[src/rtl/mrg_pkg.sv]
`timescale 1ns/1ps
package mrg_pkg;

    localparam int LANES      = 4;
    localparam int LEVELS     = $clog2(2 * LANES);
    localparam int LANE_IDX_W = $clog2(LANES);

    typedef logic [LANE_IDX_W:0] lane_src_t;

    function automatic lane_src_t route_src(input int lvl, input bit y_side, input int lane);
        int src;
        bit from_h;
        case (lvl)
            1: begin
                from_h = y_side;
                src    = y_side ? (LANES - 1 - lane) : lane;
            end
            2: begin
                from_h = (lane >= LANES / 2);
                src    = (lane % (LANES / 2)) + (y_side ? LANES / 2 : 0);
            end
            default: begin
                from_h = (lane % 2) == 1;
                src    = (lane / 2) * 2 + (y_side ? 1 : 0);
            end
        endcase
        return {from_h, src[LANE_IDX_W-1:0]};
    endfunction

    function automatic lane_src_t final_src(input int pos);
        int src;
        bit from_h;
        from_h = (pos % 2) == 1;
        src    = pos / 2;
        return {from_h, src[LANE_IDX_W-1:0]};
    endfunction

endpackage

[src/rtl/mrg_minmax.sv]
`timescale 1ns/1ps
module mrg_minmax
    import mrg_pkg::*;
#(
    parameter int KEY_W = 32
) (
    input  logic [LANES-1:0][KEY_W-1:0] x,
    input  logic [LANES-1:0][KEY_W-1:0] y,
    output logic [LANES-1:0][KEY_W-1:0] lo,
    output logic [LANES-1:0][KEY_W-1:0] hi
);

    for (genvar j = 0; j < LANES; j++) begin : g_lane
        logic y_smaller;
        assign y_smaller = (y[j] < x[j]);
        assign lo[j]     = y_smaller ? y[j] : x[j];
        assign hi[j]     = y_smaller ? x[j] : y[j];
    end

endmodule

[src/rtl/mrg_route.sv]
`timescale 1ns/1ps
module mrg_route
    import mrg_pkg::*;
#(
    parameter int KEY_W = 32,
    parameter int LVL   = 1
) (
    input  logic [LANES-1:0][KEY_W-1:0] l,
    input  logic [LANES-1:0][KEY_W-1:0] h,
    output logic [LANES-1:0][KEY_W-1:0] x,
    output logic [LANES-1:0][KEY_W-1:0] y
);

    for (genvar j = 0; j < LANES; j++) begin : g_lane
        localparam lane_src_t SX = route_src(LVL, 1'b0, j);
        localparam lane_src_t SY = route_src(LVL, 1'b1, j);
        assign x[j] = SX[LANE_IDX_W] ? h[SX[LANE_IDX_W-1:0]] : l[SX[LANE_IDX_W-1:0]];
        assign y[j] = SY[LANE_IDX_W] ? h[SY[LANE_IDX_W-1:0]] : l[SY[LANE_IDX_W-1:0]];
    end

endmodule

[src/rtl/mrg_level.sv]
`timescale 1ns/1ps
module mrg_level
    import mrg_pkg::*;
#(
    parameter int KEY_W = 32,
    parameter int LVL   = 1
) (
    input  logic                        clk,
    input  logic                        rst,
    input  logic                        in_vld,
    input  logic [LANES-1:0][KEY_W-1:0] in_l,
    input  logic [LANES-1:0][KEY_W-1:0] in_h,
    output logic                        out_vld,
    output logic [LANES-1:0][KEY_W-1:0] out_l,
    output logic [LANES-1:0][KEY_W-1:0] out_h
);

    logic [LANES-1:0][KEY_W-1:0] px, py, mn, mx;

    mrg_route #(.KEY_W(KEY_W), .LVL(LVL)) u_route (
        .l (in_l),
        .h (in_h),
        .x (px),
        .y (py)
    );

    mrg_minmax #(.KEY_W(KEY_W)) u_cmp (
        .x  (px),
        .y  (py),
        .lo (mn),
        .hi (mx)
    );

    always_ff @(posedge clk) begin
        if (rst) out_vld <= 1'b0;
        else     out_vld <= in_vld;
    end

    always_ff @(posedge clk) begin
        if (in_vld) begin
            out_l <= mn;
            out_h <= mx;
        end
    end

endmodule

[src/rtl/bitonic_merge8.sv]
`timescale 1ns/1ps
module bitonic_merge8
    import mrg_pkg::*;
#(
    parameter int KEY_W = 32
) (
    input  logic                   clk,
    input  logic                   rst,
    input  logic                   in_valid,
    input  logic [LANES*KEY_W-1:0] in_a,
    input  logic [LANES*KEY_W-1:0] in_b,
    output logic                   out_valid,
    output logic [LANES*KEY_W-1:0] out_lo,
    output logic [LANES*KEY_W-1:0] out_hi
);

    logic [LEVELS:0]             vld;
    logic [LANES-1:0][KEY_W-1:0] lv [0:LEVELS];
    logic [LANES-1:0][KEY_W-1:0] hv [0:LEVELS];
    logic [2*LANES-1:0][KEY_W-1:0] merged;

    // level 1 treats in_a as its low source and in_b as its high source
    assign vld[0] = in_valid;
    assign lv[0]  = in_a;
    assign hv[0]  = in_b;

    for (genvar g = 1; g <= LEVELS; g++) begin : g_level
        mrg_level #(.KEY_W(KEY_W), .LVL(g)) u_level (
            .clk     (clk),
            .rst     (rst),
            .in_vld  (vld[g-1]),
            .in_l    (lv[g-1]),
            .in_h    (hv[g-1]),
            .out_vld (vld[g]),
            .out_l   (lv[g]),
            .out_h   (hv[g])
        );
    end

    for (genvar p = 0; p < 2 * LANES; p++) begin : g_weave
        localparam lane_src_t S = final_src(p);
        assign merged[p] = S[LANE_IDX_W] ? hv[LEVELS][S[LANE_IDX_W-1:0]]
                                         : lv[LEVELS][S[LANE_IDX_W-1:0]];
    end

    assign out_valid = vld[LEVELS];
    assign out_lo    = merged[LANES-1:0];
    assign out_hi    = merged[2*LANES-1:LANES];

endmodule

[config.mk]
export PLATFORM = sky130hd
export DESIGN_NAME = bitonic_merge8
export DESIGN_NICKNAME = d
export VERILOG_FILES = /design/src/rtl/mrg_pkg.sv /design/src/rtl/mrg_minmax.sv /design/src/rtl/mrg_route.sv /design/src/rtl/mrg_level.sv /design/src/rtl/bitonic_merge8.sv
export SDC_FILE = /design/constraint.sdc
export NUM_CORES = 1
export LEC_CHECK = 0
export BUFFER_PORTS_ARGS = -buffer_cell sky130_fd_sc_hd__buf_2
export CAP_MARGIN = 25
export CORE_UTILIZATION = 40
export DETAILED_ROUTE_END_ITERATION = 7
export PLACE_DENSITY = 0.58
export SYNTH_ARGS = -nofsm -noshare
export SYNTH_HDL_FRONTEND = slang
export SYNTH_SLANG_ARGS = --single-unit
[constraint.sdc]
create_clock -name clk -period 6.5 [get_ports clk]
set_input_delay 0.325 -clock clk [delete_from_list [all_inputs] [get_ports clk]]
set_output_delay 0.325 -clock clk [all_outputs]
set_load 0.02 [all_outputs]
* Word level (Yosys, flattened, before mapping)
Cells that the tools add are included.
Storage, ports and cells: register bits 771, word-level logic and storage cells 63
Cells by class: order comparisons 12, muxes and demuxes 24
Operators with widths (number):
- $mux W32 | 24
- $lt A32 B32 Y1 | 12

* Depth between registers and ports, before layout
Gate-level depths: netlist of run 1.
depth in word-level cells 2, mapped depth 9, gate-level depth less buffers 8

* Modules after synthesis
A second synthesis of run 1 with hierarchy kept.
Second synthesis, totals: cell total of the unflattened synthesis 3675, area, all modules 48421.4 µm²
By module, submodules not included:
- mrg_level | sequential area each 7707.4 µm², cells an instance 258, area each 7721.2 µm², instances 3
- mrg_minmax | sequential area each 0.0 µm², cells an instance 711, area each 6497.5 µm², instances 3
- mrg_route | sequential area each 0.0 µm², cells an instance 256, area each 1921.8 µm², instances 3

* Least setup slack after synthesis of run 1
OpenSTA, ideal clock, no wires.
path kind register -> register, start register g_level[1].u_level.out_vld, end register g_level[2].u_level.out_h[0] in the netlist's numbering (enable), setup slack -38 ps, buffers on the path 0, required time 5857 ps, cell stages (with the launch flop) 1, data arrival time 5895 ps, cell sequence dfxtp_1
RTL lines:
- start, declared | line mrg_level.sv:13 | output logic out_vld,
- start signal, assigned | line mrg_level.sv:36 | else out_vld <= in_vld;
- end signal, assigned | line mrg_level.sv:42 | out_h <= mx;
- end, declared | line mrg_level.sv:15 | output logic [LANES-1:0][KEY_W-1:0] out_h
No word-level cell between the ends.

==> results of run 1 <==
[cell type report]
| class | instances | area [sq um] |
|---|---|---|
| diodes | 18 | 45.0 |
| clock buffers | 97 | 2260 |
| fillers | 9068 | 52200 |
| multi-input cells | 1680 | 16600 |
| flip-flops and latches | 771 | 23100 |
| clock inverters | 63 | 703 |
| repair buffers | 780 | 5300 |
| well taps | 1380 | 1730 |
| inverters | 374 | 1400 |
[flip-flops by register name, summed over array words and instances, names as in the netlist]
register	count
g_level.u_level.out_vld	3
g_level.u_level.out_h	384
g_level.u_level.out_l	384
[Yosys cell counts, types with 3 or more instances]
cell / count / share of area, %
buf_4: 42 / 0.76
inv_1: 374 / 3.4
o21ai_1: 8 / 0.096
nand2_1: 70 / 0.63
buf_2: 18 / 0.22
and4_1: 23 / 0.48
and2_0: 9 / 0.14
buf_6: 12 / 0.32
o211ai_1: 5 / 0.090
a21oi_1: 105 / 1.3
dfxtp_1: 3 / 0.14
mux2_2: 495 / 13
o21ai_0: 25 / 0.30
a21boi_0: 9 / 0.16
a221o_1: 9 / 0.22
o31ai_1: 9 / 0.16
nand3_1: 47 / 0.56
nor3_1: 4 / 0.048
mux2_1: 273 / 7.4
o21a_1: 9 / 0.16
a21oi_4: 9 / 0.35
a211o_1: 18 / 0.38
nor2_1: 42 / 0.38
a31oi_2: 3 / 0.090
a2111o_1: 9 / 0.24
nand2b_1: 13 / 0.20
a21o_1: 19 / 0.34
ha_1: 372 / 11
edfxtp_1: 768 / 55
a31oi_1: 9 / 0.14
nand4_1: 48 / 0.72
a221oi_1: 23 / 0.48
nor2b_1: 3 / 0.045
[metrics by stage]
step	util (%)	setup slack [ps]	instances
after CTS	49.5	2270	5144
final	49.5	2130	5163
after detailed placement	44.2	2530	4741
after floorplan	-	2730	2897
after global placement	44.2	2340	4738
after global routing	49.5	2020	5151
[power groups by stage]
stage	Clock, mW	Combinational, mW	Sequential [mW]
6_report	5.14	3.17	6.66
4_1_cts	5.27	3.19	6.68
3_3_place_gp	0	2.95	6.78
3_5_place_dp	0	2.98	6.78
2_1_floorplan	0	2.15	6.60
5_1_grt	5.44	3.50	6.70
[logic make-up (layout without fill, tap and decap cells)]
| group | count (synthesis) | after routing |
|---|---|---|
| AOI/OAI and AO/OA | 275 | 275 |
| adders and majority gates | 372 | 372 |
| buffers and inverters | 446 | 1314 |
| DFF | 771 | 771 |
| muxes | 768 | 768 |
| other | 0 | 18 |
| and+or+nand+nor | 265 | 265 |
[path summary, 6_finish.rpt]
path / to
setup / recovery: g_level[1].u_level.out_l[111]$_DFFE_PP_
hold / removal: g_level[1].u_level.out_l[83]$_DFFE_PP_
setup reg to reg: g_level[3].u_level.out_l[35]$_DFFE_PP_
hold reg to reg: g_level[2].u_level.out_l[124]$_DFFE_PP_
[critical path, stage by stage]
cell	delay, ps
dlygate4sd3_1	570
buf_2	140
inv_1	40
ha_1	300
a211o_1	290
a31oi_1	140
o31ai_1	140
a2111o_1	630
a21oi_4	560
buf_16	240
buf_4	410
mux2_2	390
dlygate4sd3_1	560
[metal layers]
| layer | vias to the layer above | track usage (%) | routed length [um] |
|---|---|---|---|
| met2 | 808 | 38.6 | 58700 |
| li1 | 12600 | - | - |
| met5 | - | 0 | 175 |
| met3 | 188 | 4.62 | 7710 |
| met4 | 28 | 8.64 | 4340 |
| met1 | 12700 | 27.3 | 48800 |
[what timing repair did]
action | in CTS | in global routing
gates resized for setup | 0 | 0
endpoints found under the setup margin | 0 | 0
hold buffers | 243 | 0
hold endpoints to repair | 173 | 0
[cells in the final DEF, fill, tap and decap left out, drive strengths merged, types with 42 or more instances in the layout]
master	instances
nand4	48
nand3	47
edfxtp	768
clkbuf	97
ha	372
mux2	768
nand2	70
buf	537
inv	377
a21oi	114
dlygate4sd3	243
nor2	42
==> results.toml, run 1 <==
[synthesis]
synth_top_family_by_area = "multiplexers"
synth_simple_gate_area_share_pct = 3.30
synthArstFlopShare_pct = 0
synthXorXnorAreaFrac_pct = 0
synth_edf_count = 768
synth-compound-area-share_pct = 4.60
avgSynthCellArea_sq_um = 14.4
muxShareOfSynthArea_pct = 20.8
yosysWarningCount = 0
syn_inst = 2897
netlist_area_sq_um = 41700
synth_seq_cells = 771
syn_nets = 3528
synth_seq_area_share_pct = 55.5
synth_adder_area_share_pct = 11.2
synth_cell_types = 43
synth-main-ff-cell = "edfxtp_1"

[layout]
synthToLayoutAreaGrowth_pct = 22.9
final_nets = 4326
final_area_sq_um = 51200
drive_gt1_share_pct = 31.1

[die]
coreArea_sq_um = 103000
die_h_um = 325
die_area_sq_um = 105000
start_util_pct = 40.3
row_count = 118
die_x_um = 325
io_pins = 516

[min_path]
hold_path_class = "primary input to register"
hold_depth = 2
min-delay-start = "in_a[83]"

[detailed_routing]
wl_per_cell_um = 23.2
via_count = 26300
wl_mm = 120
vias_per_cell = 5.09
antenna_left = 0
drt_iter0_drc = 1800
drc = 0
first_pass_iters = 5

[grt]
overflow = 0
grt_max_degree = 160
grt_first_pass_wirelength_mm = 171
grt_antenna_before_repair = 33
grt_pass1_vias = 26400
grtUsageTotal_pct = 22.4

[place]
numPortBuffers = 515
gp_congestion = 0.941
dp_hpwl_mm = 92.4
place_area_sq_um = 45700

[sta]
tns_ps = 0
setup_viol_count_final = 0
relSlewSlack_pct = 27.2
max_freq_mhz = 229
tightest_slew_ps = 1090
fin_crit_sh_pct = 67.2
maxSlewViolCount = 0
skew_ps = 31.1
hold_violations = 0
finalCriticalPeriod_ps = 4370
fin_hold_ws_ps = 38.6
rsz0062_at_grt = "no"

[setup_path]
crit_fanout = 32
start_kind = "primary input"
rr_worst_depth = 8
crit_type = "primary input to register"
required_ps = 6910
r2r_start = "g_level[2].u_level.out_h[37]$_DFFE_PP_"
endpoint_kind = "register"
cp.arrival_ps = 4780
startpoint = "in_a[98]"
r2r_setup_slack_ps = 2530

[cts]
clockBufferDepth = 3
cts_buffers = 88
tritoncts = "done"
clockRootBuffer = "clkbuf_16"
path_clk_slew_ps = 60
post_cts_buffers = 0
clock-sinks = 771
clk_latency_ps = 670
htreeDepth = 3

[power]
power.switching_mw = 4.11
internal-power_mw = 10.8
p_per_area_nw_per_um2 = 292
p_leak_nw = 21.0
p_total_mw = 15.0
switching_share_pct = 27.5
p_clk_share_pct = 34.4
seqPwrFrac_pct = 44.5
peakVddDrop_v = 0.000182
pwr-share-comb_pct = 21.2

[outcome]
outcome = "complete, no violations"

[flow_run]
drv_cap = 0
Note: power is estimated with default switching activity, not from simulation.
==> run 2, diff against run 1 <==
Settings changed: PLACE_DENSITY 0.58 to 0.56.
Clock period 6.5 ns to 4.4 ns, I/O delays scaled along.
==> run 2 against run 1 <==
Against the previous run: sequential cell count is the same; cell count is 2.8% higher; critical path type unchanged; clock-buffer cell count up 13; critical path depth fell by 1; via count rose by 2.1%.
==> results.toml, run 2 (synthesis gave the netlist of run 1 again) <==
[layout]
multiInputGateArea_sq_um = 16600
mostFrequentLayoutCell = "edfxtp_1"
synthToLayoutAreaGrowth_pct = 26.0
final_area_sq_um = 52500
ff_latch_area_sq_um = 23100
final_nets = 4468
top_regs = "g_level.u_level.out_h x384, g_level.u_level.out_l x384, g_level.u_level.out_vld x3"
final_cell_mix = "768 x edfxtp_1, 514 x buf_2, 495 x mux2_2, 375 x dlygate4sd3_1, 374 x inv_1"
drive_gt1_share_pct = 30.1
fillers = 9022

[outcome]
outcome = "complete, no violations"

[sta]
tightest_slew_ps = 1040
setup_viol_count_final = 0
tns_ps = 0
skew_ps = 22.7
hold_violations = 0
max_freq_mhz = 263
relSlewSlack_pct = 30.7
fin_crit_sh_pct = 86.5
fin_hold_ws_ps = 29.7
fin_ws_ps = 596
finalCriticalPeriod_ps = 3800
maxSlewViolCount = 0
rsz0062_at_grt = "no"

[setup_path]
endpoint_kind = "register"
required_ps = 4810
crit_type = "primary input to register"
critPathMaxStageDelay_ps = 580
path_buf_inv = 5
crit_fanout = 54
cp.arrival_ps = 4210
crit_family = "buffers and inverters"
cp_slowest_cell = "dlygate4sd3_1"
crit_top_cell = "dlygate4sd3_1"
path_cells = "dlygate4sd3_1, buf_2, inv_1, ha_1, nand4_1, nor3_1, a221oi_1, nand3_1, a31oi_4, buf_12, mux2_2, dlygate4sd3_1"
start_kind = "primary input"

[die]
io_pins = 516
die_area_sq_um = 105000
die_x_um = 325
coreArea_sq_um = 103000
start_util_pct = 40.3
die_h_um = 325
row_count = 118

[place]
gp_congestion = 0.917
place_area_sq_um = 45900
dp_hpwl_mm = 95.0
pre_cts_slack_ps = 924
numPortBuffers = 515

[grt]
grt_first_pass_wirelength_mm = 179
grt_pass1_vias = 27300
grtUsageTotal_pct = 23.2
grt_max_degree = 114
grt_antenna_before_repair = 40
overflow = 0

[power]
p_per_area_nw_per_um2 = 418
peakVddDrop_v = 0.000248
p_clk_share_pct = 33.1
p_leak_nw = 21.6
power.switching_mw = 6.12
internal-power_mw = 15.8
seqPwrFrac_pct = 44.8
switching_share_pct = 27.9
pwr-share-comb_pct = 22.2

[cts]
ctsResizeCount = 0
clock-sinks = 771
path_clk_slew_ps = 60
clockBufferDepth = 3
clk_latency_ps = 670
htreeDepth = 3
cts_buffers = 89
tritoncts = "done"
clockRootBuffer = "clkbuf_16"
post_cts_buffers = 0

[detailed_routing]
top_layer = "met5"
wl_met1_mm = 51.5
antenna_left = 0
wl_met2_mm = 62.4
drt_iter0_drc = 1762
wl_met3_mm = 7.51
wl_per_cell_um = 23.4
first_pass_iters = 5
wl_mm = 124
drc = 0
via_count = 26800
vias_per_cell = 5.06

[flow_run]
drv_cap = 0

[min_path]
hold_path_class = "primary input to register"
[run 2: per-stage QoR]
stage          utilization, %  std cells  total power, mW
4_1_cts                  50.7       5289             22.2
3_3_place_gp             44.4       4751             14.4
2_1_floorplan               -       2897             12.9
6_report                 50.8       5306             21.9
3_5_place_dp             44.4       4751             14.5
5_1_grt                  50.8       5298             22.9
[run 2: cell type report]
cell class	instances	area share, %
sequential	771	44.1
multi-input combinational	1680	31.7
timing repair buffer	921	12.9
clock buffer	110	4.55
tap	1380	3.29
inverter	374	2.67
clock inverter	53	0.770
antenna	17	0.0810
[run 2: power by group through the flow]
stage | Combinational [mW] | Clock (mW) | Sequential (mW)
global placement | 4.40 | 0 | 10.0
global route | 5.34 | 7.68 | 9.90
finish | 4.86 | 7.25 | 9.82
detailed placement | 4.46 | 0 | 10.0
CTS | 4.88 | 7.43 | 9.85
floorplan | 3.18 | 0 | 9.75
[run 2: worst paths after layout]
kind                                          start                                      end  slack [ps]  depth (start not counted)
max                                        in_a[78]   g_level[1].u_level.out_l[78]$_DFFE_PP_         600                         12
min                                       in_a[101]  g_level[1].u_level.out_h[101]$_DFFE_PP_          30                          2
max reg2reg  g_level[2].u_level.out_l[57]$_DFFE_PP_   g_level[3].u_level.out_h[24]$_DFFE_PP_         920                          8
min reg2reg  g_level[2].u_level.out_h[37]$_DFFE_PP_   g_level[3].u_level.out_h[37]$_DFFE_PP_         590                          1
[run 2: repair_timing]
action | 4_1_cts | 5_1_grt
hold endpoints to repair | 252 | 0
endpoints found under the setup margin | 0 | 0
hold buffers | 375 | 0
[run 2: routing by layer]
layer  up-vias  global-route usage [%]
met4        30                    5.96
met5         -                       0
met3       153                    4.38
met1     13000                    28.9
met2       774                    40.9
li1      12900                       -
